[config.mk]
export PLATFORM = sky130hd
export DESIGN_NAME = flash_bulk_reader
export DESIGN_NICKNAME = d
export VERILOG_FILES = /design/src/rtl/fbr_pkg.sv /design/src/rtl/fbr_regs.sv /design/src/rtl/fbr_buffer.sv /design/src/rtl/fbr_sequencer.sv /design/src/rtl/flash_bulk_reader.sv
export SDC_FILE = /design/constraint.sdc
export NUM_CORES = 1
export LEC_CHECK = 0
export BUFFER_PORTS_ARGS = -buffer_cell sky130_fd_sc_hd__buf_2
export CORE_AREA = 2 2 189 191
export CTS_BUF_LIST = sky130_fd_sc_hd__clkbuf_8 sky130_fd_sc_hd__clkbuf_16
export DETAILED_ROUTE_END_ITERATION = 16
export DIE_AREA = 0 0 191 193
export GPL_TIMING_DRIVEN = 1
export HOLD_SLACK_MARGIN = 0.1
export PLACE_DENSITY = 0.77
export SLEW_MARGIN = 25
export SYNTH_ARGS = -nofsm -noshare
export SYNTH_HDL_FRONTEND = slang
export SYNTH_SLANG_ARGS = --single-unit
export TNS_END_PERCENT = 1
[constraint.sdc]
create_clock -name clk -period 6.7 [get_ports clk]
set_clock_uncertainty 0.2 [all_clocks]
set_input_delay 1.34 -clock clk [delete_from_list [all_inputs] [get_ports clk]]
set_output_delay 1.34 -clock clk [all_outputs]
set_load 0.01 [all_outputs]
[src/rtl/fbr_pkg.sv]
package fbr_pkg;
   localparam int WORD_BYTES = 4;
   localparam int LVL_FIELD_W = 16;

   // register word offsets
   localparam int OFS_CTRL  = 0;
   localparam int OFS_LEN   = 1;
   localparam int OFS_ADDR  = 2;
   localparam int OFS_LEVEL = 3;
   localparam int OFS_INSTR = 4;
   localparam int OFS_SIZE  = 5;

   // control bit positions
   localparam int CB_START  = 0;
   localparam int CB_CANCEL = 1;
   localparam int CB_BUSY   = 2;
   localparam int CB_DONE   = 5;

   typedef struct packed {
      logic [7:0] opcode;
      logic [1:0] lanes;
      logic [4:0] dummy;
      logic [3:0] addr_m1;
   } fbr_cfg_t;
endpackage

[src/rtl/fbr_regs.sv]
module fbr_regs
   import fbr_pkg::*;
#(
   parameter int REG_AW  = 3,
   parameter int LEN_W   = 20,
   parameter int FADDR_W = 32,
   parameter int CNT_W   = 4
) (
   input  logic               clk,
   input  logic               rst_n,
   input  logic               wr_en,
   input  logic [REG_AW-1:0]  addr,
   input  logic [31:0]        wdata,
   output logic [31:0]        rdata,
   input  logic               busy,
   input  logic               done,
   input  logic [CNT_W-1:0]   level,
   output logic               start_p,
   output logic               cancel_p,
   output logic               done_clr_p,
   output logic [LEN_W-1:0]   len_q,
   output logic [FADDR_W-1:0] addr_q,
   output fbr_cfg_t           cfg_q
);
   localparam int LVL_PAD = 32 - LVL_FIELD_W;

   logic sel_ctrl, sel_len, sel_addr, sel_instr, sel_size;

   assign sel_ctrl  = wr_en && (addr == REG_AW'(OFS_CTRL));
   assign sel_len   = wr_en && (addr == REG_AW'(OFS_LEN));
   assign sel_addr  = wr_en && (addr == REG_AW'(OFS_ADDR));
   assign sel_instr = wr_en && (addr == REG_AW'(OFS_INSTR));
   assign sel_size  = wr_en && (addr == REG_AW'(OFS_SIZE));

   assign start_p    = sel_ctrl && wdata[CB_START];
   assign cancel_p   = sel_ctrl && wdata[CB_CANCEL];
   assign done_clr_p = sel_ctrl && wdata[CB_DONE];

   always_ff @(posedge clk or negedge rst_n) begin
      if (!rst_n) begin
         len_q  <= '0;
         addr_q <= '0;
         cfg_q  <= '0;
      end else begin
         if (sel_len)   len_q  <= wdata[LEN_W-1:0];
         if (sel_addr)  addr_q <= wdata[FADDR_W-1:0];
         if (sel_instr) begin
            cfg_q.opcode <= wdata[7:0];
            cfg_q.lanes  <= wdata[17:16];
            cfg_q.dummy  <= wdata[28:24];
         end
         if (sel_size)  cfg_q.addr_m1 <= wdata[3:0];
      end
   end

   always_comb begin
      rdata = '0;
      case (addr)
         REG_AW'(OFS_CTRL): begin
            rdata[CB_BUSY] = busy;
            rdata[CB_DONE] = done;
         end
         REG_AW'(OFS_LEN):   rdata = 32'(len_q);
         REG_AW'(OFS_ADDR):  rdata = 32'(addr_q);
         REG_AW'(OFS_LEVEL): rdata = {{LVL_PAD{1'b0}}, LVL_FIELD_W'(level)};
         REG_AW'(OFS_INSTR): rdata = {3'b0, cfg_q.dummy, 6'b0, cfg_q.lanes, 8'b0, cfg_q.opcode};
         REG_AW'(OFS_SIZE):  rdata = {28'b0, cfg_q.addr_m1};
         default:            rdata = '0;
      endcase
   end
endmodule

[src/rtl/fbr_buffer.sv]
module fbr_buffer #(
   parameter int DEPTH  = 8,
   parameter int DATA_W = 32,
   parameter int CNT_W  = 4
) (
   input  logic              clk,
   input  logic              rst_n,
   input  logic              flush,
   input  logic              push,
   input  logic [DATA_W-1:0] push_data,
   input  logic              pop_ready,
   output logic              pop_valid,
   output logic [DATA_W-1:0] pop_data,
   output logic [CNT_W-1:0]  count
);
   localparam int PTR_W = $clog2(DEPTH);

   logic [DATA_W-1:0] mem [DEPTH];
   logic [PTR_W-1:0]  wr_ptr, rd_ptr;
   logic              pop;

   generate
      if ((DEPTH & (DEPTH - 1)) != 0) begin : g_bad_depth
         $error("fbr_buffer: DEPTH must be a power of two");
      end
   endgenerate

   assign pop_valid = (count != '0);
   assign pop_data  = mem[rd_ptr];
   assign pop       = pop_valid && pop_ready;

   always_ff @(posedge clk) begin
      if (push && !flush) mem[wr_ptr] <= push_data;
   end

   always_ff @(posedge clk or negedge rst_n) begin
      if (!rst_n) begin
         wr_ptr <= '0;
         rd_ptr <= '0;
         count  <= '0;
      end else if (flush) begin
         wr_ptr <= '0;
         rd_ptr <= '0;
         count  <= '0;
      end else begin
         if (push) wr_ptr <= wr_ptr + PTR_W'(1);
         if (pop)  rd_ptr <= rd_ptr + PTR_W'(1);
         count <= count + CNT_W'(push) - CNT_W'(pop);
      end
   end
endmodule

[src/rtl/fbr_sequencer.sv]
module fbr_sequencer
   import fbr_pkg::*;
#(
   parameter int DEPTH   = 8,
   parameter int LEN_W   = 20,
   parameter int FADDR_W = 32,
   parameter int CNT_W   = 4
) (
   input  logic               clk,
   input  logic               rst_n,
   input  logic               start_p,
   input  logic               cancel_p,
   input  logic               done_clr_p,
   input  logic [LEN_W-1:0]   len_q,
   input  logic [FADDR_W-1:0] addr_q,
   input  logic [CNT_W-1:0]   level,
   output logic               req_valid,
   input  logic               req_ready,
   output logic [FADDR_W-1:0] req_addr,
   output logic [2:0]         req_nbytes,
   input  logic               rsp_valid,
   output logic               push,
   output logic               flush,
   output logic [2:0]         last_nbytes,
   output logic               busy,
   output logic               done
);
   logic [LEN_W-1:0]   bytes_left;
   logic [FADDR_W-1:0] cur_addr;
   logic               pending, stale;
   logic               fire, take_start, take_cancel, finish, pending_n;

   assign take_cancel = cancel_p && busy;
   assign take_start  = start_p && !cancel_p && !busy;

   assign req_valid  = busy && (bytes_left != '0) && !pending && (level < CNT_W'(DEPTH));
   assign req_addr   = cur_addr;
   assign req_nbytes = (bytes_left >= LEN_W'(WORD_BYTES)) ? 3'(WORD_BYTES) : bytes_left[2:0];
   assign fire       = req_valid && req_ready;

   assign push   = rsp_valid && pending && !stale;
   assign flush  = take_cancel;
   assign finish = busy && (bytes_left == '0) && !pending && (level == '0) && !take_cancel;

   assign pending_n = (pending && !rsp_valid) || fire;

   always_ff @(posedge clk or negedge rst_n) begin
      if (!rst_n) begin
         busy        <= 1'b0;
         done        <= 1'b0;
         bytes_left  <= '0;
         cur_addr    <= '0;
         pending     <= 1'b0;
         stale       <= 1'b0;
         last_nbytes <= '0;
      end else begin
         pending <= pending_n;
         if (rsp_valid) stale <= 1'b0;
         if (take_cancel && pending_n) stale <= 1'b1;

         if (take_start) begin
            busy       <= 1'b1;
            done       <= 1'b0;
            bytes_left <= len_q;
            cur_addr   <= addr_q;
         end else if (take_cancel) begin
            busy       <= 1'b0;
            bytes_left <= '0;
         end else if (finish) begin
            busy <= 1'b0;
            done <= 1'b1;
         end else begin
            if (done_clr_p) done <= 1'b0;
            if (fire) begin
               cur_addr    <= cur_addr + FADDR_W'(WORD_BYTES);
               bytes_left  <= bytes_left - LEN_W'(req_nbytes);
               last_nbytes <= req_nbytes;
            end
         end
      end
   end
endmodule

[src/rtl/flash_bulk_reader.sv]
module flash_bulk_reader
   import fbr_pkg::*;
#(
   parameter int DEPTH   = 8,
   parameter int LEN_W   = 20,
   parameter int FADDR_W = 32,
   parameter int REG_AW  = 3
) (
   input  logic               clk,
   input  logic               rst_n,
   input  logic               reg_wr_en,
   input  logic [REG_AW-1:0]  reg_addr,
   input  logic [31:0]        reg_wdata,
   output logic [31:0]        reg_rdata,
   output logic               eng_req_valid,
   input  logic               eng_req_ready,
   output logic [FADDR_W-1:0] eng_req_addr,
   output logic [2:0]         eng_req_nbytes,
   output logic [7:0]         eng_opcode,
   output logic [1:0]         eng_lanes,
   output logic [4:0]         eng_dummy,
   output logic [3:0]         eng_addr_len_m1,
   input  logic               eng_rsp_valid,
   input  logic [31:0]        eng_rsp_data,
   output logic               drain_valid,
   input  logic               drain_ready,
   output logic [31:0]        drain_data
);
   localparam int CNT_W  = $clog2(DEPTH + 1);
   localparam int DATA_W = 8 * WORD_BYTES;

   generate
      if (DEPTH < 2) begin : g_chk_depth
         $error("flash_bulk_reader: DEPTH must be at least 2");
      end
      if (CNT_W > LVL_FIELD_W) begin : g_chk_lvl
         $error("flash_bulk_reader: level does not fit the 16-bit field");
      end
      if (LEN_W < 3 || LEN_W > 32 || FADDR_W > 32) begin : g_chk_w
         $error("flash_bulk_reader: LEN_W or FADDR_W out of range");
      end
      if (REG_AW < 3) begin : g_chk_aw
         $error("flash_bulk_reader: REG_AW must reach six registers");
      end
   endgenerate

   logic               start_p, cancel_p, done_clr_p;
   logic [LEN_W-1:0]   len_q;
   logic [FADDR_W-1:0] addr_q;
   fbr_cfg_t           cfg_q;
   logic               seq_busy, seq_done, push, flush;
   logic [2:0]         last_nbytes;
   logic [CNT_W-1:0]   fill_cnt;
   logic [DATA_W-1:0]  push_data;

   fbr_regs #(.REG_AW(REG_AW), .LEN_W(LEN_W), .FADDR_W(FADDR_W), .CNT_W(CNT_W)) u_regs (
      .clk(clk), .rst_n(rst_n), .wr_en(reg_wr_en), .addr(reg_addr), .wdata(reg_wdata),
      .rdata(reg_rdata), .busy(seq_busy), .done(seq_done), .level(fill_cnt),
      .start_p(start_p), .cancel_p(cancel_p), .done_clr_p(done_clr_p),
      .len_q(len_q), .addr_q(addr_q), .cfg_q(cfg_q)
   );

   fbr_sequencer #(.DEPTH(DEPTH), .LEN_W(LEN_W), .FADDR_W(FADDR_W), .CNT_W(CNT_W)) u_seq (
      .clk(clk), .rst_n(rst_n), .start_p(start_p), .cancel_p(cancel_p),
      .done_clr_p(done_clr_p), .len_q(len_q), .addr_q(addr_q), .level(fill_cnt),
      .req_valid(eng_req_valid), .req_ready(eng_req_ready), .req_addr(eng_req_addr),
      .req_nbytes(eng_req_nbytes), .rsp_valid(eng_rsp_valid), .push(push), .flush(flush),
      .last_nbytes(last_nbytes), .busy(seq_busy), .done(seq_done)
   );

   // byte lanes beyond the requested count of the last word are zeroed
   generate
      for (genvar b = 0; b < WORD_BYTES; b++) begin : g_lane
         assign push_data[8*b +: 8] = (3'(b) < last_nbytes) ? eng_rsp_data[8*b +: 8] : 8'h00;
      end
   endgenerate

   fbr_buffer #(.DEPTH(DEPTH), .DATA_W(DATA_W), .CNT_W(CNT_W)) u_buf (
      .clk(clk), .rst_n(rst_n), .flush(flush), .push(push), .push_data(push_data),
      .pop_ready(drain_ready), .pop_valid(drain_valid), .pop_data(drain_data),
      .count(fill_cnt)
   );

   assign eng_opcode      = cfg_q.opcode;
   assign eng_lanes       = cfg_q.lanes;
   assign eng_dummy       = cfg_q.dummy;
   assign eng_addr_len_m1 = cfg_q.addr_m1;
endmodule

* After elaboration in Yosys (flattened, before gate mapping)
Memories as Yosys holds them, arrays and structs flattened.
Index checks and enable logic that the tools add are counted.
** Cells by class
- Add/subtract/negate cells :: 6
- $lt $le $gt $ge :: 6
- Equality and inequality tests :: 8
- Muxes and demuxes :: 34
- Bitwise gates (word level) :: 3
- Reductions and logical operators :: 48
** Operators with widths (number)
- 32-bit 2-to-1 mux :: 4
- 20-bit 2-to-1 mux :: 4
- 26-bit one-hot mux with 3 select lines :: 1
- 32-bit by 3-bit adder with 32-bit output (second input constant) :: 1
- 8-bit 2-to-1 mux :: 4
- 1-bit logical AND :: 25
- 20-bit by 3-bit >= comparator with 1-bit output (second input constant) :: 1
- 20-bit zero test :: 1
- 2-bit one-hot mux with 5 select lines :: 2
- 20-bit nonzero test :: 1
- 20-bit by 3-bit subtractor with 20-bit output :: 1
- 3-bit 2-to-1 mux :: 5
- 1-bit 2-to-1 mux :: 11
- 3-bit nonzero test :: 3
- 2-bit nonzero test :: 4
- 3-bit by 1-bit adder with 3-bit output (second input constant) :: 2
- 3-bit by 2-bit equality test with 1-bit output (second input constant) :: 2
- 3-bit equality test (second input constant) :: 2
- 1-bit zero test :: 6
- 1-bit by 3-bit less-than comparator with 1-bit output (first input constant) :: 2
- 2-bit by 3-bit less-than comparator with 1-bit output (first input constant) :: 2
- 1-bit one-hot mux with 6 select lines :: 1
- 4-bit by 1-bit adder with 4-bit output :: 1
- 4-bit zero test :: 1
- 15 further kinds :: 18
** Storage, ports and cells
- Register bits :: 140
- Memory bits (writable) :: 256
- Bits of input ports :: 73
- Output and inout bits :: 120
- Logic and storage cells :: 122
- Memories :: 1
** Memories
- u_buf.mem :: words 8, width 32, read ports 1, clocked after memory_dff 0, write ports 1, RTL line fbr_buffer.sv:18 : logic [DATA_W-1:0] mem [DEPTH];

* Depth between registers and ports, before layout
Gate-level depths: netlist (run 1).
- Word-level depth :: 9
- Mapped depth :: 12
- Gate-level depth less buffers :: 12

* Hierarchy
From an unflattened synthesis (run 1), not the netlist that was laid out.
** Second synthesis, totals
- Cell total of the unflattened synthesis :: 1156
- Area total of the unflattened synthesis :: 17598.1 um2
** By module, submodules not included
- fbr_buffer :: instances 1, cells each 440, area an instance 10264.8 um2, seq. area each 7937.6 um2
- fbr_sequencer :: instances 1, cells each 424, area an instance 3654.8 um2, seq. area each 1476.4 um2
- fbr_regs :: instances 1, cells each 256, area an instance 3403.3 um2, seq. area each 1776.7 um2
- flash_bulk_reader :: instances 1, cells each 36, area an instance 275.3 um2, seq. area each 0.0 um2

* Worst setup path after synthesis (run 1)
Ideal clock, no wire load.
- Path type :: input to register
- Start point :: input port reg_addr[1]
- End point :: memory u_buf.mem[0][0], enable pin
- Library setup time :: 461 ps
- Data arrival time :: 4672 ps
- Data required time :: 6039 ps
- Slack :: 1367 ps
- Stages on the path :: 7
- Buffers on the path :: 3
- Path through :: buf_2 nor4b_1 clkbuf_1 and2_1 clkbuf_1 or3_1 nor3_1
** On the way
- Longest elaborated chain between the ends :: 8
** Ends and longest elaborated chain
- from (decl) :: RTL line flash_bulk_reader.sv:12 : input logic [REG_AW-1:0] reg_addr,
- 3-bit zero test :: RTL line fbr_regs.sv:29 : assign sel_ctrl = wr_en && (addr == REG_AW'(OFS_CTRL));
- 1-bit logical AND :: RTL line fbr_regs.sv:29
- 1-bit logical AND :: RTL line fbr_regs.sv:36 : assign cancel_p = sel_ctrl && wdata[CB_CANCEL];
- 1-bit logical AND :: RTL line fbr_sequencer.sv:33 : assign take_cancel = cancel_p && busy;
- 1-bit zero test :: RTL line fbr_buffer.sv:33 : if (push && !flush) mem[wr_ptr] <= push_data;
- 1-bit logical AND :: RTL line fbr_buffer.sv:33
- 1-bit 2-to-1 mux :: RTL line fbr_buffer.sv:33
- 1-bit 2-to-1 mux (implied by the code) :: RTL line fbr_buffer.sv:33
- to (decl) :: RTL line fbr_buffer.sv:18
No other way between the ends.

* Final worst setup path (run 1)
- Start point :: input port reg_addr[0]
- End point :: output port reg_rdata[1]
** On the way
- Longest elaborated chain between the ends :: 2
- Elaborated cells between the ends (all ways) :: 6
- Classes of those cells :: eq/ne (5); mux (1)
** Ends and longest elaborated chain
- 3-bit equality test (tied with other cells) :: RTL line fbr_regs.sv:58 : case (addr)
- 2-bit one-hot mux with 5 select lines * :: RTL line fbr_regs.sv:58
- to (decl) :: RTL line flash_bulk_reader.sv:14 : output logic [31:0] reg_rdata,
Every way passes the cells marked *; elsewhere a longest branch is shown, timed or not.

==> impl_metrics.tcl, run 1 <==
set metrics [dict create \
    layout_common_cells "256 x edfxtp_1, 191 x buf_2, 138 x dfrtp_1" \
    antenna_cells 0 \
    ys_ff_latch 396 \
    num_vias 11128 \
    grt_usage_pct 23.3 \
    routed_via_density 6.03 \
    cts_made_buffers 41 \
    fin_tns_setup_ns 0 \
    r2r_start "u_seq.bytes_left[3]$_DFFE_PN0P_" \
    clock_path_buffers 3 \
    synthMuxAreaShare_pct 15.5 \
    rrSetupSlack_ns 3.50 \
    antenna_found_initial 1 \
    crit_path_max_incr_delay_ns 0.35 \
    async_flop_share_pct 35.4 \
    slew_violations 0 \
    cts_resized 0 \
    setup_viol 0 \
    globalRoute.totalOverflow 0 \
    final_common_cell "edfxtp_1" \
    path_max_fanout 22 \
    clkTransAtPathRegs_ns 0.06 \
    fmax_ghz 0.213 \
    rows 69 \
    first_iter_violations 837 \
    syn-num-nets 1238 \
    grt_pass1_wl_mm 65.6 \
    synthXorXnorAreaFrac_pct 0.509 \
    path_cells "buf_2, inv_1, nor3_2, buf_4, nor2_1, o31ai_1, buf_2" \
    core_area_um2 35000 \
    place_congestion 0.906 \
    firstDrtPassIters 5 \
    area_growth_pct 17.3 \
    routedWlPerCell_um 23.0 \
    grt_pass1_vias 11210 \
    cts_hold_buf 0 \
    initial_core_util_pct 49.2 \
    synth-simple-area-share_pct 8.46 \
    synth_top_family_by_area "multiplexers" \
    synthAdderAreaFrac_pct 0.916 \
    dp_cells 1767 \
    post-route-drc-count 0 \
    finalCritPeriodShare_pct 69.9 \
    fp.dieH_um 193 \
    fin_crit_ns 4.69 \
    htree_levels 2 \
    synth-edff-count 256 \
    dieArea_um2 36900 \
    cts.sinks 396 \
    relSlewSlack_pct 31.0 \
    hold_depth 1 \
    slowest_stage "buf_2" \
    cts_root_buf "clkbuf_16" \
    cp-end-kind "primary output" \
    cts_tree "yes" \
    path_common_cell "buf_2" \
    vdd_drop_max_mv 0.257 \
    grt_max_degree 118 \
    worst_hold_slack_ns 0.306 \
    routed_wl_mm 42.3 \
    dp_hpwl_mm 26.7 \
    tightestPinTransition_ns 1.03 \
    syn_area_per_cell_um2 14.9 \
    power.leakage_nw 7.60 \
    cap_violations 0 \
    critPathArrivalTime_ns 3.15 \
    synth_top_flop_cell "edfxtp_1" \
    synth-compound-area-share_pct 7.61 \
    rsz0062_at_grt "false" \
    postCtsSetupRepairBufs 0 \
    layout.cells.non_filler 1844 \
    seq_area_frac_synth_pct 65.0 \
    die_w_um 191 \
    dp_slack_ns 1.88 \
    drive_above_1_share_pct 34.1 \
    fillerInstances 2662 \
    p_per_area_nw_per_um2 391 \
    yosysWarnings 0 \
    fin_ws_ns 2.01 \
    io_buffers 192 \
    io-pin-count 193 \
    start_kind "input pin" \
    hp-class "flop to flop" \
    worstRegToRegCells 6 \
    clock_latency_ns 0.56 \
    worstSetupPathType "input pin to primary output" \
    hold_viol 0 \
    worstPathRequired_ns 5.16 \
    syn_inst 1153 \
    outcome "finished clean" \
    ant_nets 0 \
    hold_path_end "u_seq.req_addr[30]$_DFFE_PN0P_" \
    syn_area_um2 17200 \
    fin_nets 1436 \
    reg2reg_to "u_seq.bytes_left[14]$_DFFE_PN0P_" \
    synth.distinct_cells 67 \
    hp-start "u_seq.req_addr[30]$_DFFE_PN0P_" \
]
kinds of logic after synthesis:
kind of cell,after synthesis
adder cells (fa/ha/maj),12
flip-flops,396
multiplexers,173
other,1
AO/OA/AOI/OAI,188
XOR/XNOR,10
buffers and inverters,81
AND/OR/NAND/NOR,292
per-layer routing:
metal	global-route usage, %	vias up	routed length, um
met4	6.74	2	983
met5	0	-	13
li1	-	4909	-
met3	4.80	80	3390
met2	40.2	537	21400
met1	30.1	5600	16600
final cells by class:
type / instances / area [um^2] / area share, %
clock buffer: 43 / 1050 / 5.22
clock inverter: 32 / 322 / 1.59
inverter: 17 / 63.8 / 0.316
multi-input combinational: 676 / 5760 / 28.5
sequential: 396 / 11200 / 55.5
tap: 461 / 577 / 2.86
timing repair buffer: 219 / 1210 / 6.01
critical path, delay by kind of cell:
kind | cells | cell delay, ns
compound gates | 1 | 0.33
buf+inv | 4 | 1.06
simple gates | 2 | 0.39
metrics by stage:
| stage | utilization (%) | power, W | instance area [um^2] |
|---|---|---|---|
| global route | 57.7 | 0.00828 | 20200 |
| CTS | 57.6 | 0.00794 | 20100 |
| finish | 57.7 | 0.00789 | 20200 |
| detailed placement | 53.7 | 0.00562 | 18800 |
| floorplan | - | 0.00483 | 17200 |
| global placement | 53.6 | 0.00554 | 18700 |
report_power, final:
group,leakage [nW],total (W),switching (W),internal (W)
Combinational,2.81,0.00216,0.00113,0.00103
Clock,0.709,0.00229,0.000952,0.00134
Sequential,4.07,0.00344,0.000404,0.00303
Total,7.60,0.00789,0.00249,0.00541
Yosys cell counts (3+ instances only):
cell	number	share of area, %
buf_2	13	0.38
edfxtp_1	256	45
o21ai_0	25	0.73
mux2i_1	4	0.23
a211oi_1	7	0.31
and2_1	21	0.76
nand3_1	23	0.67
xor2_1	3	0.15
a31oi_1	3	0.11
nor3_1	26	0.76
dfrtp_1	140	20
a22o_1	11	0.56
mux2_2	104	6.8
nor4b_1	3	0.15
o31ai_1	8	0.35
o22ai_1	10	0.36
a21o_1	4	0.17
a22oi_1	20	0.87
and3_1	4	0.15
nor4_1	9	0.33
o311ai_0	8	0.41
or3_1	8	0.29
a21oi_1	40	1.2
nand2_1	75	1.6
or4_1	7	0.31
o211ai_1	11	0.48
nor2b_1	26	0.95
mux4_2	64	8.4
clkbuf_1	39	0.85
nor2_1	66	1.4
a32o_1	3	0.17
xnor2_1	7	0.36
and4_1	3	0.15
ha_1	11	0.80
nand4_1	12	0.44
a311oi_1	9	0.46
inv_1	16	0.35
a221oi_1	9	0.46
buf_1	9	0.20
sequential cells by signal (all words and copies together), names as in the netlist:
name,count
u_regs.cfg_q,19
u_regs.len_q,20
u_regs.addr_q,32
u_seq.stale,1
u_seq.done,1
u_seq.busy,1
u_seq.pending,1
u_buf.wr_ptr,3
u_seq.last_nbytes,3
u_buf.rd_ptr,3
u_buf.count,4
u_seq.req_addr,32
u_buf.mem,256
u_seq.bytes_left,20
worst max path at each step:
| stage | slack (ns) | endpoint | start | depth (start not counted) |
|---|---|---|---|---|
| finish | 2.01 | reg_rdata[1] | reg_addr[0] | 7 |
| global route | 1.94 | reg_rdata[1] | reg_addr[0] | 7 |
| CTS | 1.87 | reg_rdata[1] | reg_addr[1] | 6 |
| detailed placement | 1.88 | reg_rdata[1] | reg_addr[1] | 6 |
| global placement | 1.98 | reg_rdata[1] | reg_addr[1] | 6 |
| floorplan | 1.37 | u_buf.mem[0][0]$_DFFE_PP_ | reg_addr[1] | 7 |
(Power assumes the default switching activity.)
==> run 2, diff against run 1 <==
--- a/config.mk
+++ b/config.mk
@@ -12,7 +12,7 @@
 export DIE_AREA = 0 0 191 193
 export GPL_TIMING_DRIVEN = 1
 export HOLD_SLACK_MARGIN = 0.1
-export PLACE_DENSITY = 0.77
+export PLACE_DENSITY = 0.8
 export SLEW_MARGIN = 25
 export SYNTH_ARGS = -nofsm -noshare
 export SYNTH_HDL_FRONTEND = slang
==> constraint.sdc (replaced) <==
create_clock -name clk -period 4 [get_ports clk]
set_clock_uncertainty 0.2 [all_clocks]
set_input_delay 0.8 -clock clk [delete_from_list [all_inputs] [get_ports clk]]
set_output_delay 0.8 -clock clk [all_outputs]
set_load 0.01 [all_outputs]
==> run 2 against run 1 <==
Against the previous run:
- utilization rose by 0.24 points
- combinational power rose by 72%
- hold slack got worse by 0.21 ns
- critical path type is now flop to primary output
- sequential power rose by 66%
- cell area rose by 0.42%
- register-to-register slack got worse by 2.8 ns
- setup slack got worse by 1.8 ns
- critical endpoint is now eng_req_nbytes[2]
- flip-flop and latch count did not move
- via count rose by 0.76%
- global-route usage fell by 0.31 points
- first-iteration DRC count rose by 19%
==> impl_metrics.tcl, run 2 (same netlist as run 1, synthesis figures left out) <==
set metrics [dict create \
    outcome "finished clean" \
    postCtsSetupRepairBufs 0 \
    htree_levels 2 \
    drive_above_1_share_pct 34.5 \
    largest_register_ff_count 256 \
    cts_made_buffers 41 \
    critPathTopFamily "simple AND/OR/NAND/NOR gates" \
    crit_path_max_incr_delay_ns 0.54 \
    globalRoute.totalOverflow 0 \
    clkPwrFrac_pct 28.7 \
    fmax_ghz 0.267 \
    grt_pass1_vias 11393 \
    relSlewSlack_pct 31.2 \
    core_area_um2 35000 \
    routed_via_density 6.05 \
    first_iter_violations 1000 \
    rows 69 \
    power.leakage_nw 7.62 \
    fin_nets 1444 \
    vdd_drop_max_mv 0.503 \
    path_max_fanout 7 \
    placed_cell_area_um2 18900 \
    io-pin-count 193 \
    dieArea_um2 36900 \
    setup_viol 0 \
    cts_tree "yes" \
    worstSetupPathType "flop to primary output" \
    area_growth_pct 17.8 \
    fin_ws_ns 0.251 \
    fp.dieH_um 193 \
    cp-end-kind "primary output" \
    cts.sinks 396 \
    die_w_um 191 \
    clock_latency_ns 0.55 \
    slowest_stage "nor3_1" \
    rsz0062_at_grt "false" \
    comb_power_share_pct 28.1 \
    slew_violations 0 \
    dp_hpwl_mm 27.3 \
    routedWlPerCell_um 22.8 \
    clkTransAtPathRegs_ns 0.06 \
    swShare_pct 31.8 \
    fin_tns_setup_ns 0 \
    layout_common_cells "256 x edfxtp_1, 191 x buf_2, 138 x dfrtp_1" \
    clock_path_buffers 3 \
    hold_viol 0 \
    io_buffers 192 \
    grt_pass1_wl_mm 65.5 \
    start_kind "flop" \
    p_per_area_nw_per_um2 653 \
    num_vias 11213 \
    top_register "u_buf.mem" \
    firstDrtPassIters 5 \
    fin_area_um2 20300 \
    antenna_found_initial 2 \
    fin_crit_ns 3.75 \
    cts_resized 0 \
    intPower_w 0.00903 \
    ant_nets 0 \
    switchingPower_w 0.00421 \
    tightestPinTransition_ns 1.03 \
    hp-class "input pin to async pin" \
    worst-path-buf-inv 2 \
    cts_hold_buf 0 \
    grt_usage_pct 23.0 \
    seqPwrFrac_pct 43.2 \
    path_cells "nor4_1, nand4_1, nor3_1, inv_1, buf_2" \
    worstPathRequired_ns 3.00 \
    worst_hold_slack_ns 0.0919 \
    dp_slack_ns 0.594 \
    post-route-drc-count 0 \
    place_congestion 0.898 \
    critPathArrivalTime_ns 2.75 \
    routed_wl_mm 42.2 \
    cts_root_buf "clkbuf_16" \
    finalCritPeriodShare_pct 93.7 \
    final_common_cell "edfxtp_1" \
    grt_max_degree 81 \
    cap_violations 0 \
    initial_core_util_pct 49.2 \
]
-- run 2: worst register-to-register path, stage by stage (launching register included) --
cell and delay, ns:
dfrtp_1 0.43, nor4_1 0.52, nand4_1 0.41, o21ai_2 0.66
nand2_1 0.50, o21a_1 0.24, o22a_1 0.19
-- run 2: layer usage --
metal | vias up | routed length, um | track usage, %
met5 | - | 11 | 0
met4 | 2 | 826 | 5.61
met2 | 547 | 21200 | 39.6
met3 | 60 | 3260 | 4.62
li1 | 4922 | - | -
met1 | 5682 | 16900 | 30.3
-- run 2: metrics by stage --
step	total power [W]	std cells	util, %
2_1_floorplan	0.00809	1153	-
3_3_place_gp	0.00937	1777	54.0
3_5_place_dp	0.00950	1777	54.0
4_1_cts	0.0133	1852	57.9
5_1_grt	0.0139	1852	58.0
6_report	0.0132	1853	58.0
-- run 2: worst paths after layout --
kind                            slack, ns                             start                                to  depth (start not counted)
worst min-delay path                 0.09                             rst_n      u_regs.cfg_q[17]$_DFFE_PN0P_                          1
worst max register to register       0.73  u_seq.bytes_left[17]$_DFFE_PN0P_  u_seq.bytes_left[15]$_DFFE_PN0P_                          6
min in group clk                     0.26                     eng_rsp_valid           u_seq.stale$_DFFE_PN0P_                          2
max in group asynchronous            2.65                             rst_n      u_regs.len_q[11]$_DFFE_PN0P_                          2
worst max-delay path                 0.25  u_seq.bytes_left[17]$_DFFE_PN0P_                 eng_req_nbytes[2]                          5
worst min register to register       0.28     u_seq.req_addr[1]$_DFFE_PN0P_     u_seq.req_addr[1]$_DFFE_PN0P_                          2
-- run 2: power groups by stage --
stage                     Sequential (W)  Combinational, W  Clock (W)
after global routing             0.00580           0.00406    0.00400
after floorplan                  0.00554           0.00255          0
after CTS                        0.00571           0.00376    0.00385
after detailed placement         0.00579           0.00372          0
after global placement           0.00576           0.00361          0
final                            0.00572           0.00372    0.00380
-- run 2: layout make-up --
cell class,count,area [um^2]
diodes,1,2.50
repair buffers,227,1310
fillers,2667,14700
multi-input cells,676,5760
clock inverters,28,256
flip-flops and latches,396,11200
clock buffers,47,1110
inverters,17,63.8
well taps,461,577
